File: src/rtl/mesi_pkg.sv
package mesi_pkg;
  typedef enum logic [1:0] {ST_I = 2'd0, ST_S = 2'd1, ST_E = 2'd2, ST_M = 2'd3} line_st_t;
  typedef enum logic [1:0] {BC_RD = 2'd0, BC_RWITM = 2'd1, BC_INV = 2'd2, BC_WB = 2'd3} bus_cmd_t;
  typedef enum logic [2:0] {PH_IDLE, PH_LOOK, PH_WB, PH_BUS, PH_DONE} req_ph_t;

  // state a snooper moves to after seeing a peer command that hits its copy
  function automatic logic [1:0] snoop_next(input logic [1:0] s, input logic [1:0] c);
    if (c == BC_RD)                     return (s == ST_I) ? ST_I : ST_S;
    else if (c == BC_RWITM || c == BC_INV) return ST_I;
    else                                return s;
  endfunction

  // state installed by a requester when its fill completes
  function automatic logic [1:0] fill_state(input logic we, input logic shared);
    if (we)          return ST_M;
    else if (shared) return ST_S;
    else             return ST_E;
  endfunction
endpackage

File: src/rtl/mesi_line_array.sv
module mesi_line_array #(
  parameter int LINES  = 4,
  parameter int TAG_W  = 6,
  parameter int DATA_W = 16,
  localparam int IDX_W = $clog2(LINES)
) (
  input  logic              clk,
  input  logic              rst_n,
  input  logic [IDX_W-1:0]  a_idx,
  output logic [1:0]        a_st,
  output logic [TAG_W-1:0]  a_tag,
  output logic [DATA_W-1:0] a_data,
  input  logic [IDX_W-1:0]  b_idx,
  output logic [1:0]        b_st,
  output logic [TAG_W-1:0]  b_tag,
  output logic [DATA_W-1:0] b_data,
  input  logic              sw_en,
  input  logic [IDX_W-1:0]  sw_idx,
  input  logic [1:0]        sw_st,
  input  logic              lw_en,
  input  logic              lw_den,
  input  logic [IDX_W-1:0]  lw_idx,
  input  logic [1:0]        lw_st,
  input  logic [TAG_W-1:0]  lw_tag,
  input  logic [DATA_W-1:0] lw_data
);
  import mesi_pkg::*;
  logic [1:0]        st_q   [LINES];
  logic [TAG_W-1:0]  tag_q  [LINES];
  logic [DATA_W-1:0] data_q [LINES];

  always_ff @(posedge clk) begin
    if (!rst_n) begin
      for (int i = 0; i < LINES; i++) st_q[i] <= ST_I;
    end else begin
      if (lw_en) st_q[lw_idx] <= lw_st;
      if (sw_en) st_q[sw_idx] <= sw_st;
    end
  end

  always_ff @(posedge clk) begin
    if (lw_den) begin
      tag_q[lw_idx]  <= lw_tag;
      data_q[lw_idx] <= lw_data;
    end
  end

  assign a_st   = st_q[a_idx];
  assign a_tag  = tag_q[a_idx];
  assign a_data = data_q[a_idx];
  assign b_st   = st_q[b_idx];
  assign b_tag  = tag_q[b_idx];
  assign b_data = data_q[b_idx];

  // the requester never writes a line in the cycle a snoop rewrites it
  a_r6_no_write_clash: assert property (@(posedge clk) disable iff (!rst_n)
    !(lw_en && sw_en && lw_idx == sw_idx));
endmodule

File: src/rtl/mesi_snoop_port.sv
module mesi_snoop_port #(
  parameter int ADDR_W = 8,
  parameter int DATA_W = 16,
  parameter int IDX_W  = 2,
  localparam int TAG_W = ADDR_W - IDX_W
) (
  input  logic              clk,
  input  logic              rst_n,
  input  logic              snp_valid,
  input  logic [1:0]        snp_cmd,
  input  logic [ADDR_W-1:0] snp_addr,
  input  logic [1:0]        b_st,
  input  logic [TAG_W-1:0]  b_tag,
  input  logic [DATA_W-1:0] b_data,
  output logic              snp_shared,
  output logic              snp_supply,
  output logic              snp_wb,
  output logic              snp_retry,
  output logic [DATA_W-1:0] snp_data,
  output logic              sw_en,
  output logic [IDX_W-1:0]  sw_idx,
  output logic [1:0]        sw_st
);
  import mesi_pkg::*;
  logic snp_hit, dirty_hit;

  assign snp_hit    = snp_valid && (b_st != ST_I) && (b_tag == snp_addr[ADDR_W-1:IDX_W])
                      && (snp_cmd != BC_WB);
  assign dirty_hit  = snp_hit && (b_st == ST_M);
  assign snp_shared = snp_hit;
  assign snp_supply = snp_hit && (snp_cmd == BC_RD);
  assign snp_wb     = dirty_hit && (snp_cmd == BC_RD || snp_cmd == BC_RWITM);
  assign snp_retry  = dirty_hit && (snp_cmd == BC_RWITM);
  assign snp_data   = b_data;
  assign sw_en      = snp_hit;
  assign sw_idx     = snp_addr[IDX_W-1:0];
  assign sw_st      = snoop_next(b_st, snp_cmd);

  // a blocked request always comes with a copy-back
  a_r8_retry_copies_back: assert property (@(posedge clk) disable iff (!rst_n)
    snp_retry |-> (snp_wb && !snp_supply));
  // whoever supplies a line also announces sharing
  a_r9_supply_is_shared: assert property (@(posedge clk) disable iff (!rst_n)
    snp_supply |-> snp_shared);
endmodule

File: src/rtl/mesi_req_fsm.sv
module mesi_req_fsm #(
  parameter int ADDR_W = 8,
  parameter int DATA_W = 16,
  parameter int IDX_W  = 2,
  localparam int TAG_W = ADDR_W - IDX_W
) (
  input  logic              clk,
  input  logic              rst_n,
  input  logic              core_req,
  input  logic              core_we,
  input  logic [ADDR_W-1:0] core_addr,
  input  logic [DATA_W-1:0] core_wdata,
  output logic              core_rdy,
  output logic              core_done,
  output logic [DATA_W-1:0] core_rdata,
  output logic              bus_req,
  output logic [1:0]        bus_cmd,
  output logic [ADDR_W-1:0] bus_addr,
  output logic [DATA_W-1:0] bus_wdata,
  input  logic              bus_gnt,
  input  logic [DATA_W-1:0] bus_rdata,
  input  logic              bus_shared,
  input  logic              bus_retry,
  output logic [IDX_W-1:0]  a_idx,
  input  logic [1:0]        a_st,
  input  logic [TAG_W-1:0]  a_tag,
  input  logic [DATA_W-1:0] a_data,
  input  logic              sw_en,
  input  logic [IDX_W-1:0]  sw_idx,
  output logic              lw_en,
  output logic              lw_den,
  output logic [1:0]        lw_st,
  output logic [TAG_W-1:0]  lw_tag,
  output logic [DATA_W-1:0] lw_data
);
  import mesi_pkg::*;
  req_ph_t           ph_q, ph_d;
  logic              we_q;
  logic [ADDR_W-1:0] addr_q;
  logic [DATA_W-1:0] wdata_q, rdata_q, rdata_d;
  logic [1:0]        cmd_q, cmd_d;
  logic              cap_rdata;
  logic [TAG_W-1:0]  req_tag;
  logic              lk_hit, stall;

  assign req_tag = addr_q[ADDR_W-1:IDX_W];
  assign a_idx   = addr_q[IDX_W-1:0];
  assign lk_hit  = (a_st != ST_I) && (a_tag == req_tag);
  assign stall   = sw_en && (sw_idx == a_idx);

  always_comb begin
    ph_d = ph_q;  cmd_d = cmd_q;  cap_rdata = 1'b0;  rdata_d = a_data;
    lw_en = 1'b0; lw_den = 1'b0;  lw_st = ST_I;  lw_tag = req_tag;  lw_data = wdata_q;
    case (ph_q)
      PH_IDLE: if (core_req) ph_d = PH_LOOK;
      PH_LOOK: if (!stall) begin
        if (lk_hit) begin
          if (!we_q) begin
            cap_rdata = 1'b1;  ph_d = PH_DONE;
          end else if (a_st == ST_S) begin
            cmd_d = BC_INV;  ph_d = PH_BUS;
          end else begin
            lw_en = 1'b1;  lw_den = 1'b1;  lw_st = ST_M;  ph_d = PH_DONE;
          end
        end else begin
          cmd_d = we_q ? BC_RWITM : BC_RD;
          ph_d  = (a_st == ST_M) ? PH_WB : PH_BUS;
        end
      end
      PH_WB: if (bus_gnt) begin
        lw_en = 1'b1;  lw_st = ST_I;  ph_d = PH_BUS;
      end
      PH_BUS: if (bus_gnt && !bus_retry) begin
        if (cmd_q == BC_INV) begin
          if (lk_hit && a_st == ST_S) begin
            lw_en = 1'b1;  lw_den = 1'b1;  lw_st = ST_M;  ph_d = PH_DONE;
          end else begin
            ph_d = PH_LOOK;   // copy was invalidated meanwhile: redo as a miss
          end
        end else begin
          lw_en = 1'b1;  lw_den = 1'b1;
          lw_st = fill_state(we_q, bus_shared);
          lw_data = we_q ? wdata_q : bus_rdata;
          cap_rdata = 1'b1;  rdata_d = bus_rdata;  ph_d = PH_DONE;
        end
      end
      PH_DONE: ph_d = PH_IDLE;
      default: ph_d = PH_IDLE;
    endcase
  end

  always_ff @(posedge clk) begin
    if (!rst_n) begin
      ph_q <= PH_IDLE;  we_q <= 1'b0;  addr_q <= '0;  wdata_q <= '0;
      cmd_q <= BC_RD;   rdata_q <= '0;
    end else begin
      ph_q  <= ph_d;
      cmd_q <= cmd_d;
      if (cap_rdata) rdata_q <= rdata_d;
      if (ph_q == PH_IDLE && core_req) begin
        we_q <= core_we;  addr_q <= core_addr;  wdata_q <= core_wdata;
      end
    end
  end

  assign core_rdy   = (ph_q == PH_IDLE);
  assign core_done  = (ph_q == PH_DONE);
  assign core_rdata = rdata_q;
  assign bus_req    = (ph_q == PH_WB) || (ph_q == PH_BUS);
  assign bus_cmd    = (ph_q == PH_WB) ? BC_WB : cmd_q;
  assign bus_addr   = (ph_q == PH_WB) ? {a_tag, a_idx} : addr_q;
  assign bus_wdata  = a_data;

  // completion is a single-cycle pulse
  a_r2_done_pulse: assert property (@(posedge clk) disable iff (!rst_n)
    core_done |=> !core_done);
  // a pending request holds still until granted
  a_r11_req_stable: assert property (@(posedge clk) disable iff (!rst_n)
    (bus_req && !bus_gnt) |=> (bus_req && $stable(bus_cmd) && $stable(bus_addr)));
  // a retried request is reissued with the same command
  a_r8_reissue: assert property (@(posedge clk) disable iff (!rst_n)
    (bus_req && bus_gnt && bus_retry) |=> (bus_req && bus_cmd == $past(bus_cmd)));
  // a copy-back is always followed by the fill request
  a_r10_wb_then_fill: assert property (@(posedge clk) disable iff (!rst_n)
    (bus_req && bus_gnt && bus_cmd == BC_WB) |=> (bus_req && bus_cmd != BC_WB));
  // a finished write leaves its line modified and tagged
  a_r7_write_ends_modified: assert property (@(posedge clk) disable iff (!rst_n)
    (core_done && we_q) |-> (lk_hit && a_st == ST_M));
endmodule

File: src/rtl/snoop_line_ctrl.sv
module snoop_line_ctrl #(
  parameter int ADDR_W = 8,
  parameter int DATA_W = 16,
  parameter int LINES  = 4
) (
  input  logic              clk,
  input  logic              rst_n,
  input  logic              core_req,
  input  logic              core_we,
  input  logic [ADDR_W-1:0] core_addr,
  input  logic [DATA_W-1:0] core_wdata,
  output logic              core_rdy,
  output logic              core_done,
  output logic [DATA_W-1:0] core_rdata,
  output logic              bus_req,
  output logic [1:0]        bus_cmd,
  output logic [ADDR_W-1:0] bus_addr,
  output logic [DATA_W-1:0] bus_wdata,
  input  logic              bus_gnt,
  input  logic [DATA_W-1:0] bus_rdata,
  input  logic              bus_shared,
  input  logic              bus_retry,
  input  logic              snp_valid,
  input  logic [1:0]        snp_cmd,
  input  logic [ADDR_W-1:0] snp_addr,
  output logic              snp_shared,
  output logic              snp_supply,
  output logic              snp_wb,
  output logic              snp_retry,
  output logic [DATA_W-1:0] snp_data
);
  localparam int IDX_W = $clog2(LINES);
  localparam int TAG_W = ADDR_W - IDX_W;

  logic [IDX_W-1:0]  a_idx, sw_idx, lw_idx;
  logic [1:0]        a_st, b_st, sw_st, lw_st;
  logic [TAG_W-1:0]  a_tag, b_tag, lw_tag;
  logic [DATA_W-1:0] a_data, b_data, lw_data;
  logic              sw_en, lw_en, lw_den;

  assign lw_idx = a_idx;

  mesi_line_array #(.LINES(LINES), .TAG_W(TAG_W), .DATA_W(DATA_W)) u_arr (
    .clk, .rst_n,
    .a_idx, .a_st, .a_tag, .a_data,
    .b_idx(snp_addr[IDX_W-1:0]), .b_st, .b_tag, .b_data,
    .sw_en, .sw_idx, .sw_st,
    .lw_en, .lw_den, .lw_idx, .lw_st, .lw_tag, .lw_data);

  mesi_snoop_port #(.ADDR_W(ADDR_W), .DATA_W(DATA_W), .IDX_W(IDX_W)) u_snp (
    .clk, .rst_n, .snp_valid, .snp_cmd, .snp_addr,
    .b_st, .b_tag, .b_data,
    .snp_shared, .snp_supply, .snp_wb, .snp_retry, .snp_data,
    .sw_en, .sw_idx, .sw_st);

  mesi_req_fsm #(.ADDR_W(ADDR_W), .DATA_W(DATA_W), .IDX_W(IDX_W)) u_fsm (
    .clk, .rst_n, .core_req, .core_we, .core_addr, .core_wdata,
    .core_rdy, .core_done, .core_rdata,
    .bus_req, .bus_cmd, .bus_addr, .bus_wdata,
    .bus_gnt, .bus_rdata, .bus_shared, .bus_retry,
    .a_idx, .a_st, .a_tag, .a_data, .sw_en, .sw_idx,
    .lw_en, .lw_den, .lw_st, .lw_tag, .lw_data);

  // the granted cache is never snooped in its own grant cycle
  a_r9_no_self_snoop: assert property (@(posedge clk) disable iff (!rst_n)
    (bus_req && bus_gnt) |-> !snp_valid);
endmodule

File: config.mk
export PLATFORM = sky130hd
export DESIGN_NAME = snoop_line_ctrl
export DESIGN_NICKNAME = d
export VERILOG_FILES = /design/src/rtl/mesi_pkg.sv /design/src/rtl/mesi_line_array.sv /design/src/rtl/mesi_snoop_port.sv /design/src/rtl/mesi_req_fsm.sv /design/src/rtl/snoop_line_ctrl.sv
export SDC_FILE = /design/constraint.sdc
export NUM_CORES = 1
export LEC_CHECK = 0
export BUFFER_PORTS_ARGS = -buffer_cell sky130_fd_sc_hd__buf_2
export CORE_ASPECT_RATIO = 1.4
export CORE_MARGIN = 2
export CORE_UTILIZATION = 45
export DETAILED_ROUTE_END_ITERATION = 16
export HOLD_SLACK_MARGIN = 0.1
export PLACE_DENSITY = 0.66
export SYNTH_ARGS = -nofsm -noshare
export SYNTH_HDL_FRONTEND = slang
export SYNTH_HIERARCHICAL = 1
export SYNTH_SLANG_ARGS = --single-unit
File: constraint.sdc
create_clock -name clk -period 5.5 [get_ports clk]
set_input_delay 0.825 -clock clk [delete_from_list [all_inputs] [get_ports clk]]
set_output_delay 0.825 -clock clk [all_outputs]
set_load 0.02 [all_outputs]
# After elaboration in Yosys (flattened, before gate mapping)
# Memories as Yosys holds them, arrays and structs flattened. A register that Yosys moved wholly into a read port is not among the register bits.
# Index checks and enable logic that the tools add are counted.
# word_totals
reg_bits,46
ram_bits,96
input_bits,58
output_inout_bits,65
memories,3
# classes
n_eq_ne,20
muxes,74
n_bitwise,1
reduce_logical,25
# mem_list
name,words,word_bits,read_ports,rd_ports_with_merged_regs,write_ports,line,source
u_arr.data_q,4,16,2,1,1,mesi_line_array.sv:30,logic [DATA_W-1:0] data_q [LINES];
u_arr.tag_q,4,6,2,1,1,mesi_line_array.sv:29,logic [TAG_W-1:0] tag_q [LINES];
u_arr.st_q,4,2,2,1,4,mesi_line_array.sv:28,logic [1:0] st_q [LINES];
# ops
operator,count
16-bit two-way mux,7
2-bit two-way mux,25
1-bit two-way mux,27
3-bit two-way mux,9
6-bit == test,2
1-bit logical AND,12
3-bit case mux with 4 select lines,1
"2-bit != test, second input constant",5
"2-bit == test, second input constant",4
8-bit two-way mux,1
4-bit AND reduction,2
"3-bit by 2-bit == test with 1-bit output, second input constant",2
"2-bit by 1-bit == test with 1-bit output, second input constant",2
2-bit zero test,2
"2-bit by 1-bit != test with 1-bit output, second input constant",2
1-bit case mux with 2 select lines,2
2-bit case mux with 2 select lines,1
2-bit nonzero test,2
2-bit OR reduction,2
"3-bit by 1-bit == test with 1-bit output, second input constant",1
"3-bit == test, second input constant",1
3-bit zero test,1
1-bit logical OR,3
1-bit case mux with 3 select lines,1
3 further kinds,3

# Logic depth before layout (Yosys ltp)
# Gate-level depths: netlist of run 1.
# An unclocked memory read counts as a cell.
# logic_depth
ltp_word,13
ltp_mapped,13
mapped_depth_nobuf,10

# By module
# The synthesis of run 1 kept the hierarchy.
# by_module_without_submodules
mod,instances,cells_each,area_each_um2
mesi_line_array,1,195,4362.9
mesi_req_fsm,1,305,2576.2
mesi_snoop_port,1,43,314.1

# Least setup slack after synthesis of run 1
# OpenSTA, ideal clock, no wires.
# synth_timing
kind,input-to-reg
startpoint,in snp_addr[0]
endpoint,mem u_arr.data_q[0][0] (enable)
arrival_time_ns,4.306
setup_slack_ns,0.766
cell_stages,10
path_cell_list,buf_6 mux4_1 o2111ai_1 nor2_1 buf_4 a31oi_4 nand4_1 nand2_1 inv_1 nor3_1
# synth_between
elab_chain_len,10
word_cells_on_any_way,13
classes_between,2 x eq/ne; 4 x mux; 5 x reduce/logical; 2 x memory
# synth_lines
element,line,source
from (decl),snoop_line_ctrl.sv:25,"input logic [ADDR_W-1:0] snp_addr,"
memory read 4 x 2 bit,n/a,
via b_st[0],snoop_line_ctrl.sv:36,"logic [1:0] a_st, b_st, sw_st, lw_st;"
2-bit nonzero test,mesi_snoop_port.sv:27,assign snp_hit = snp_valid && (b_st != ST_I) && (b_tag == snp_addr[ADDR_W-1:IDX_W])
1-bit logical AND (2 in series),mesi_snoop_port.sv:27,
1-bit logical AND,mesi_snoop_port.sv:28,&& (snp_cmd != BC_WB);
via snp_shared,snoop_line_ctrl.sv:26,"output logic snp_shared,"
1-bit logical AND,mesi_req_fsm.sv:49,assign stall = sw_en && (sw_idx == a_idx);
1-bit two-way mux,mesi_req_fsm.sv:56,PH_LOOK: if (!stall) begin
1-bit case mux with 2 select lines,mesi_req_fsm.sv:54,case (ph_q)
via lw_den,snoop_line_ctrl.sv:39,"logic sw_en, lw_en, lw_den;"
1-bit two-way mux,mesi_line_array.sv:42,if (lw_den) begin
1-bit two-way mux (implied by the code),mesi_line_array.sv:44,data_q[lw_idx] <= lw_data;
to (decl),mesi_line_array.sv:30,
# The timed path passes the listed nets, and every way through them passes these cells.

# Worst setup path after layout of run 1
# layout_timing
startpoint,in snp_addr[0]
endpoint,mem u_arr.data_q[3][12] (enable)
# layout_between
elab_chain_len,10
word_cells_on_any_way,13
classes_between,2 x eq/ne; 4 x mux; 5 x reduce/logical; 2 x memory
# layout_lines
element,line
memory read 4 x 2 bit,n/a
via b_st[0],snoop_line_ctrl.sv:36
2-bit nonzero test,mesi_snoop_port.sv:27
1-bit logical AND (2 in series),mesi_snoop_port.sv:27
1-bit logical AND,mesi_snoop_port.sv:28
1-bit logical AND,mesi_req_fsm.sv:49
1-bit two-way mux,mesi_req_fsm.sv:56
1-bit case mux with 2 select lines,mesi_req_fsm.sv:54
via lw_den,snoop_line_ctrl.sv:39
1-bit two-way mux,mesi_line_array.sv:42
1-bit two-way mux (implied by the code),mesi_line_array.sv:44
# The timed path passes the listed nets, and every way through them passes these cells.

==> key figures, run 1 <==
Worst setup path
  – Critical Path Source Type: input port
  – CP top delay family: simple AND/OR/NAND/NOR gates
  – Critical Path End Type: flip-flop
  – Worst-path fanout max: 22
  – Crit path required time: 5.53 ns
  – CP peak stage delay: 0.99 ns
  – Worst Path Buf+Inv: 1
  – Crit-path cells: buf_2 -> mux4_1 -> o2111ai_1 -> nor2_1 -> a31oi_4 -> nand4_1 -> nand2_1 -> and3_1
  – R2R setup slack: 1.55 ns
  – WP data arrival: 4.14 ns
  – Crit Path Class: input port to flip-flop
  – CP max stage cell: and3_1

Synth
  – Synth area leader: edfxtp_1
  – Synth top area share: 0.397
  – Post-synth EDFFs: 96
  – Syn nets: 604
  – Ys Warns: 6
  – Number of synthesized register bits: 142
  – Unique cell type count in the Yosys netlist: 52
  – Avg Inst Size Synth: 13.4 µm²
  – Top FF cell, synth: edfxtp_1
  – Synth Cell Area: 7250 µm²
  – Synth area leaders: edfxtp_1 40%, dfxtp_1 13%, mux4_2 12%
  – Mapped Cells: 543
  – FFs w/ async S/R, synth: 0
  – Seq/Total Area, Yosys: 0.524

Place
  – Placed Cells: 803
  – Dpl cell area: 7690 µm²
  – Number of port buffers: 122
  – Post-DP HPWL: 11,800 µm
  – Gpl congestion: 0.859

Timing
  – Max-slew headroom: 0.188
  – Unrepaired setup endpoints after global routing: no
  – Slew @ Worst Pin: 1.22 ns
  – Slew Limit Fails: 0
  – Hold Fails Final Rpt: 0
  – Setup skew after layout: 0.00632 ns
  – Period utilization: 0.748
  – Final min period: 4.11 ns
  – WHS: 0.450 ns
  – Final setup violation count: 0
  – Setup TNS Final: 0 ns
  – Max Clock Freq: 243 MHz

Flow run
  – Count of max-cap constraint violations: 0

Global routing
  – Vias in the first global route: 5,011
  – GRT Total Usage: 0.206
  – Largest net degree at the start of global routing: 46
  – Initial antenna violation count: 0
  – Grt ovf: 0
  – First-pass GRT wire length: 27,000 µm

CTS
  – CTS tree: done
  – Post_cts resized: 0
  – CTS Root Buffer Type: clkbuf_16
  – Cts hold-fix bufs: 0
  – Postcts setup bufs: 0
  – CTS H-tree depth: 4
  – CTS Sinks: 142
  – Max clock buf depth: 2
  – Clock slew at reported path FFs: 0.06 ns
  – Clk_lat worst skew: 0.42 ns
  – Num CTS Buffers: 17

Finish
  – Share of layout cells above drive strength 1: 0.347
  – Layout filler cell count: 1,357
  – Area Overhead vs Synth: 13.9%
  – Final-stage net count: 687
  – Inserted Diodes: 0
  – Most common cell after layout, fill and taps aside: buf_2
  – Finished Layout Cells: 835
  – Final Cell Area: 8260 µm²
  – Most frequent cells in the layout: 122 x buf_2, 96 x edfxtp_1, 83 x nand2_1
  – Final core occ: 0.527

Power
  – Leak: 0.00307 µW
  – Maximum VDD drop: 0.206 mV
  – Pwr dens: 334 nW/µm²

Route
  – Met2 WL post-DR: 9420 µm
  – Avg WL per Cell: 20.7 µm
  – Max layer used: met4
  – WL final: 17,300 µm
  – Detailed-route DRC error count: 0
  – M1 WL: 6650 µm
  – Detail Route met3 WL: 858 µm
  – DR iter-0 viols: 340
  – Vias per Instance: 5.65
  – Detailed Routing Iterations Pass 1: 6
  – Post-DRT Antenna Nets: 0
  – Via count: 4,720

Die
  – Initial Util: 0.463
  – Die Wd: 111 µm
  – Ports: 123
  – Die H: 154 µm
  – Die area: 17,200 µm²
  – Row count: 54
  – CORE AREA: 15,700 µm²

Hold path
  – Min-Delay Path Class: flip-flop to flip-flop

Outcome
  – Status: finished clean
layout make-up:
| class | instances | area, µm² | share of cell area |
|---|---|---|---|
| flip-flops and latches | 142 | 3810 | 0.461 |
| multi-input cells | 323 | 2920 | 0.353 |
| repair buffers | 131 | 678 | 0.0821 |
| clock buffers | 19 | 453 | 0.0548 |
| well taps | 196 | 245 | 0.0297 |
| clock inverters | 13 | 121 | 0.0147 |
| inverters | 11 | 41.3 | 0.00500 |
worst min-delay path: cells and delay by family (launching register included):
family / cells / cell delay, ns
AOI/OAI and AO/OA: 1 / 0.05
and+or+nand+nor: 1 / 0.05
DFF: 1 / 0.30
cells in the mapped netlist (3+ instances only):
library cell	n
nand4_1	3
nor2b_1	3
mux2_1	16
buf_6	4
edfxtp_1	96
inv_1	11
o31ai_1	4
buf_2	6
nand3_1	13
mux4_1	8
mux2_2	6
o21ai_0	4
xnor2_1	14
nor2_1	12
or2_2	3
a21oi_1	7
nor3_1	8
o21ai_1	17
buf_4	37
a22o_1	4
mux4_2	40
nand2_1	83
clkbuf_1	15
buf_12	5
mux2i_1	18
ha_1	3
a21boi_1	25
dfxtp_1	46
flip-flops by register name, summed over array words and instances, names as in the netlist:
name              count
u_arr/data_q         64
u_arr/tag_q          24
u_fsm/core_rdata     16
u_fsm/wdata_q        16
u_arr/st_q            8
u_fsm/addr_q          8
u_fsm/ph_q            3
u_fsm/cmd_q           2
u_fsm/we_q            1
power by group:
part,switching [µW],internal [µW],leakage [µW]
Clock,430,683,0.000283
Combinational,249,168,0.00152
Sequential,44.9,1180,0.00127
layer usage:
metal,vias up,global-route usage
met2,161,0.384
met5,-,0
met4,0,0.0676
li1,2182,-
met3,26,0.0505
met1,2351,0.229
worst paths after layout:
| check | cells after the start | endpoint | startpoint |
|---|---|---|---|
| max | 8 | u_arr/data_q[3][12] | snp_addr[0] |
| min | 2 | u_fsm/wdata_q[5] | u_fsm/wdata_q[5] |
| max reg2reg | 7 | u_arr/data_q[3][12] | u_fsm/addr_q[0] |
| min reg2reg | 2 | u_fsm/wdata_q[5] | u_fsm/wdata_q[5] |
cell families (layout without fill, tap and decap cells):
family,after synthesis,in the layout,synth area share
AND/OR/NAND/NOR,144,144,0.0945
flip-flops,142,142,0.524
multiplexers,88,88,0.212
buffers and inverters,78,174,0.0759
AO/OA/AOI/OAI,74,74,0.0709
XOR/XNOR,14,14,0.0169
adder cells (fa/ha/maj),3,3,0.00518
through the flow:
stage | power (µW) | setup slack, ns
finish | 2760 | 1.39
global route | 2870 | 1.14
CTS | 2780 | 1.40
detailed placement | 1670 | 1.02
global placement | 1660 | 1.16
floorplan | 1570 | 0.766
(Power assumes the default switching activity.)
==> run 2: changes to the inputs <==
--- a/config.mk
+++ b/config.mk
@@ -11,7 +11,7 @@
 export CORE_UTILIZATION = 45
 export DETAILED_ROUTE_END_ITERATION = 16
 export HOLD_SLACK_MARGIN = 0.1
-export PLACE_DENSITY = 0.66
+export PLACE_DENSITY = 0.69
 export SYNTH_ARGS = -nofsm -noshare
 export SYNTH_HDL_FRONTEND = slang
 export SYNTH_HIERARCHICAL = 1
==> constraint.sdc (replaced) <==
create_clock -name clk -period 3.77 [get_ports clk]
set_input_delay 0.5655 -clock clk [delete_from_list [all_inputs] [get_ports clk]]
set_output_delay 0.5655 -clock clk [all_outputs]
set_load 0.02 [all_outputs]
==> key figures, run 2 (synthesis gave the netlist of run 1 again) <==
Finish
  – Max reg flops: 64 (unchanged)
  – Most flop-heavy register: u_arr/data_q
  – Most common cell after layout, fill and taps aside: buf_2
  – Area Overhead vs Synth: 16.1%
  – Inserted Diodes: 0 (unchanged)
  – Share of layout cells above drive strength 1: 0.356 (+0.00906)
  – Final-stage net count: 696 (+1.3%)
  – Most frequent cells in the layout: 122 x buf_2, 96 x edfxtp_1, 83 x nand2_1
  – Largest registers: u_arr/data_q (64), u_arr/tag_q (24)
  – Finished Layout Cells: 844 (+1.1%)

CTS
  – CTS H-tree depth: 4 (unchanged)
  – Post_cts resized: 0 (unchanged)
  – CTS tree: done
  – Num CTS Buffers: 17 (unchanged)
  – Postcts setup bufs: 0 (unchanged)
  – Cts hold-fix bufs: 0 (unchanged)
  – Clk_lat worst skew: 0.42 ns (about the same)
  – Clock slew at reported path FFs: 0.06 ns (about the same)
  – CTS Root Buffer Type: clkbuf_16
  – Max clock buf depth: 2 (unchanged)
  – CTS Sinks: 142 (unchanged)

Timing
  – Max-slew headroom: 0.230 (+0.0418)
  – Slew Limit Fails: 0 (unchanged)
  – Final setup violation count: 0 (unchanged)
  – Max Clock Freq: 294 MHz
  – WHS: 0.376 ns (-0.0747 ns)
  – Final min period: 3.41 ns
  – Period utilization: 0.903
  – Slew @ Worst Pin: 1.16 ns (-0.0627 ns)
  – Hold Fails Final Rpt: 0 (unchanged)
  – Setup skew after layout: 0.0101 ns (+0.00375 ns)
  – Fin worst setup slack: 0.364 ns (-1.02 ns)
  – Unrepaired setup endpoints after global routing: no

Route
  – Detailed Routing Iterations Pass 1: 5 (-1)
  – Avg WL per Cell: 20.9 µm (+0.66%)
  – DR iter-0 viols: 307 (-9.7%)
  – WL final: 17,600 µm (+1.7%)
  – Via count: 4,792 (+1.5%)
  – Post-DRT Antenna Nets: 0 (unchanged)
  – Vias per Instance: 5.68 (+0.44%)
  – Detailed-route DRC error count: 0 (unchanged)

Place
  – Pre-CTS WS: 0.202 ns (-0.818 ns)
  – Gpl congestion: 0.790 (-8.0%)
  – Number of port buffers: 122 (unchanged)
  – Post-DP HPWL: 12,200 µm (+3.4%)
  – Placed Cells: 812 (+1.1%)

Worst setup path
  – WP data arrival: 3.48 ns (-0.66 ns)
  – Worst-path fanout max: 22 (unchanged)
  – Reg2reg end: u_arr/data_q[0][14]
  – Crit Path Class: flip-flop to flip-flop
  – CP most frequent cell: nand3_1
  – Critical Path Source Type: flip-flop
  – Crit-path cells: mux4_2 -> xnor2_1 -> nand3_1 -> o31ai_1 -> nand3_1 -> nand2_1 -> inv_1 -> nor3_4 -> buf_4
  – R2R cell count: 9 (+2)
  – Critical Path End Type: flip-flop
  – CP peak stage delay: 0.65 ns (-0.34 ns)
  – R2r startpoint: u_fsm/addr_q[0]
  – R2R setup slack: 0.36 ns (-1.19 ns)
  – Crit path required time: 3.84 ns (-1.69 ns)
  – CP max stage cell: dfxtp_2

Hold path
  – Min-delay src: bus_rdata[7]
  – Cells on Worst Hold Path: 3 (+1)
  – Min-Delay Path Class: input port to flip-flop
  – Worst Hold Endpoint: u_fsm/core_rdata[7]

Global routing
  – Initial antenna violation count: 0 (unchanged)
  – Vias in the first global route: 5,133 (+2.4%)
  – First-pass GRT wire length: 27,800 µm (+2.8%)
  – Largest net degree at the start of global routing: 46 (unchanged)
  – GRT Total Usage: 0.211 (+0.00492)
  – Grt ovf: 0 (unchanged)

Outcome
  – Status: finished clean

Power
  – Maximum VDD drop: 0.304 mV (+48%)
  – Leak: 0.00314 µW (+2.3%)
  – Pwr dens: 503 nW/µm² (+50%)

Die
  – Die area: 17,200 µm² (unchanged)
  – Row count: 54 (unchanged)
  – Initial Util: 0.463 (unchanged)
  – Ports: 123 (unchanged)
  – Die H: 154 µm (unchanged)
  – CORE AREA: 15,700 µm² (unchanged)
  – Die Wd: 111 µm (unchanged)

Flow run
  – Count of max-cap constraint violations: 0 (unchanged)
## run 2: layer usage
metal,global-route usage,up-vias,routed length [µm]
met3,0.0408,16,846
li1,-,2197,-
met5,0,-,0
met2,0.402,165,9950
met1,0.232,2414,6590
met4,0.0729,0,223
## run 2: critical path: cells and delay by family (launching register included)
| kind | cells | cell delay, ns |
|---|---|---|
| flip-flops | 1 | 0.65 |
| XOR/XNOR | 1 | 0.16 |
| AO/OA/AOI/OAI | 1 | 0.43 |
| AND/OR/NAND/NOR | 4 | 0.72 |
| multiplexers | 1 | 0.62 |
| buffers and inverters | 2 | 0.47 |
## run 2: worst max path at each step
stage	cells past startpoint	slack (ns)	to	from
floorplan	10	-0.04	u_arr/data_q[0][0]	snp_addr[0]
global placement	12	0.30	u_arr/data_q[0][12]	snp_addr[0]
detailed placement	12	0.20	u_arr/data_q[0][11]	snp_addr[0]
CTS	9	0.32	u_arr/data_q[0][2]	u_fsm/addr_q[0]
global route	9	0.13	u_arr/tag_q[0][3]	u_fsm/addr_q[0]
finish	9	0.36	u_arr/data_q[0][14]	u_fsm/addr_q[0]
## run 2: cell type report
class                   count  area (µm²)
clock buffers              19         433
inverters                  11        41.3
repair buffers            140         758
flip-flops and latches    142        3810
multi-input cells         323        2930
well taps                 196         245
fillers                  1346        7250
clock inverters            13         214
## run 2: per-stage QoR
step / total power [µW] / setup TNS [ns] / util / area [µm²]
after floorplan: 2290 / -0.844 / - / 7260
after global placement: 2430 / 0 / 0.496 / 7780
after detailed placement: 2440 / 0 / 0.496 / 7780
after CTS: 4270 / 0 / 0.537 / 8420
after global routing: 4390 / 0 / 0.537 / 8420
final: 4230 / 0 / 0.537 / 8420
## run 2: where the power goes
group,switching [µW],internal (µW)
sequential,64.6,1730
clock,648,1180
combinational,365,250
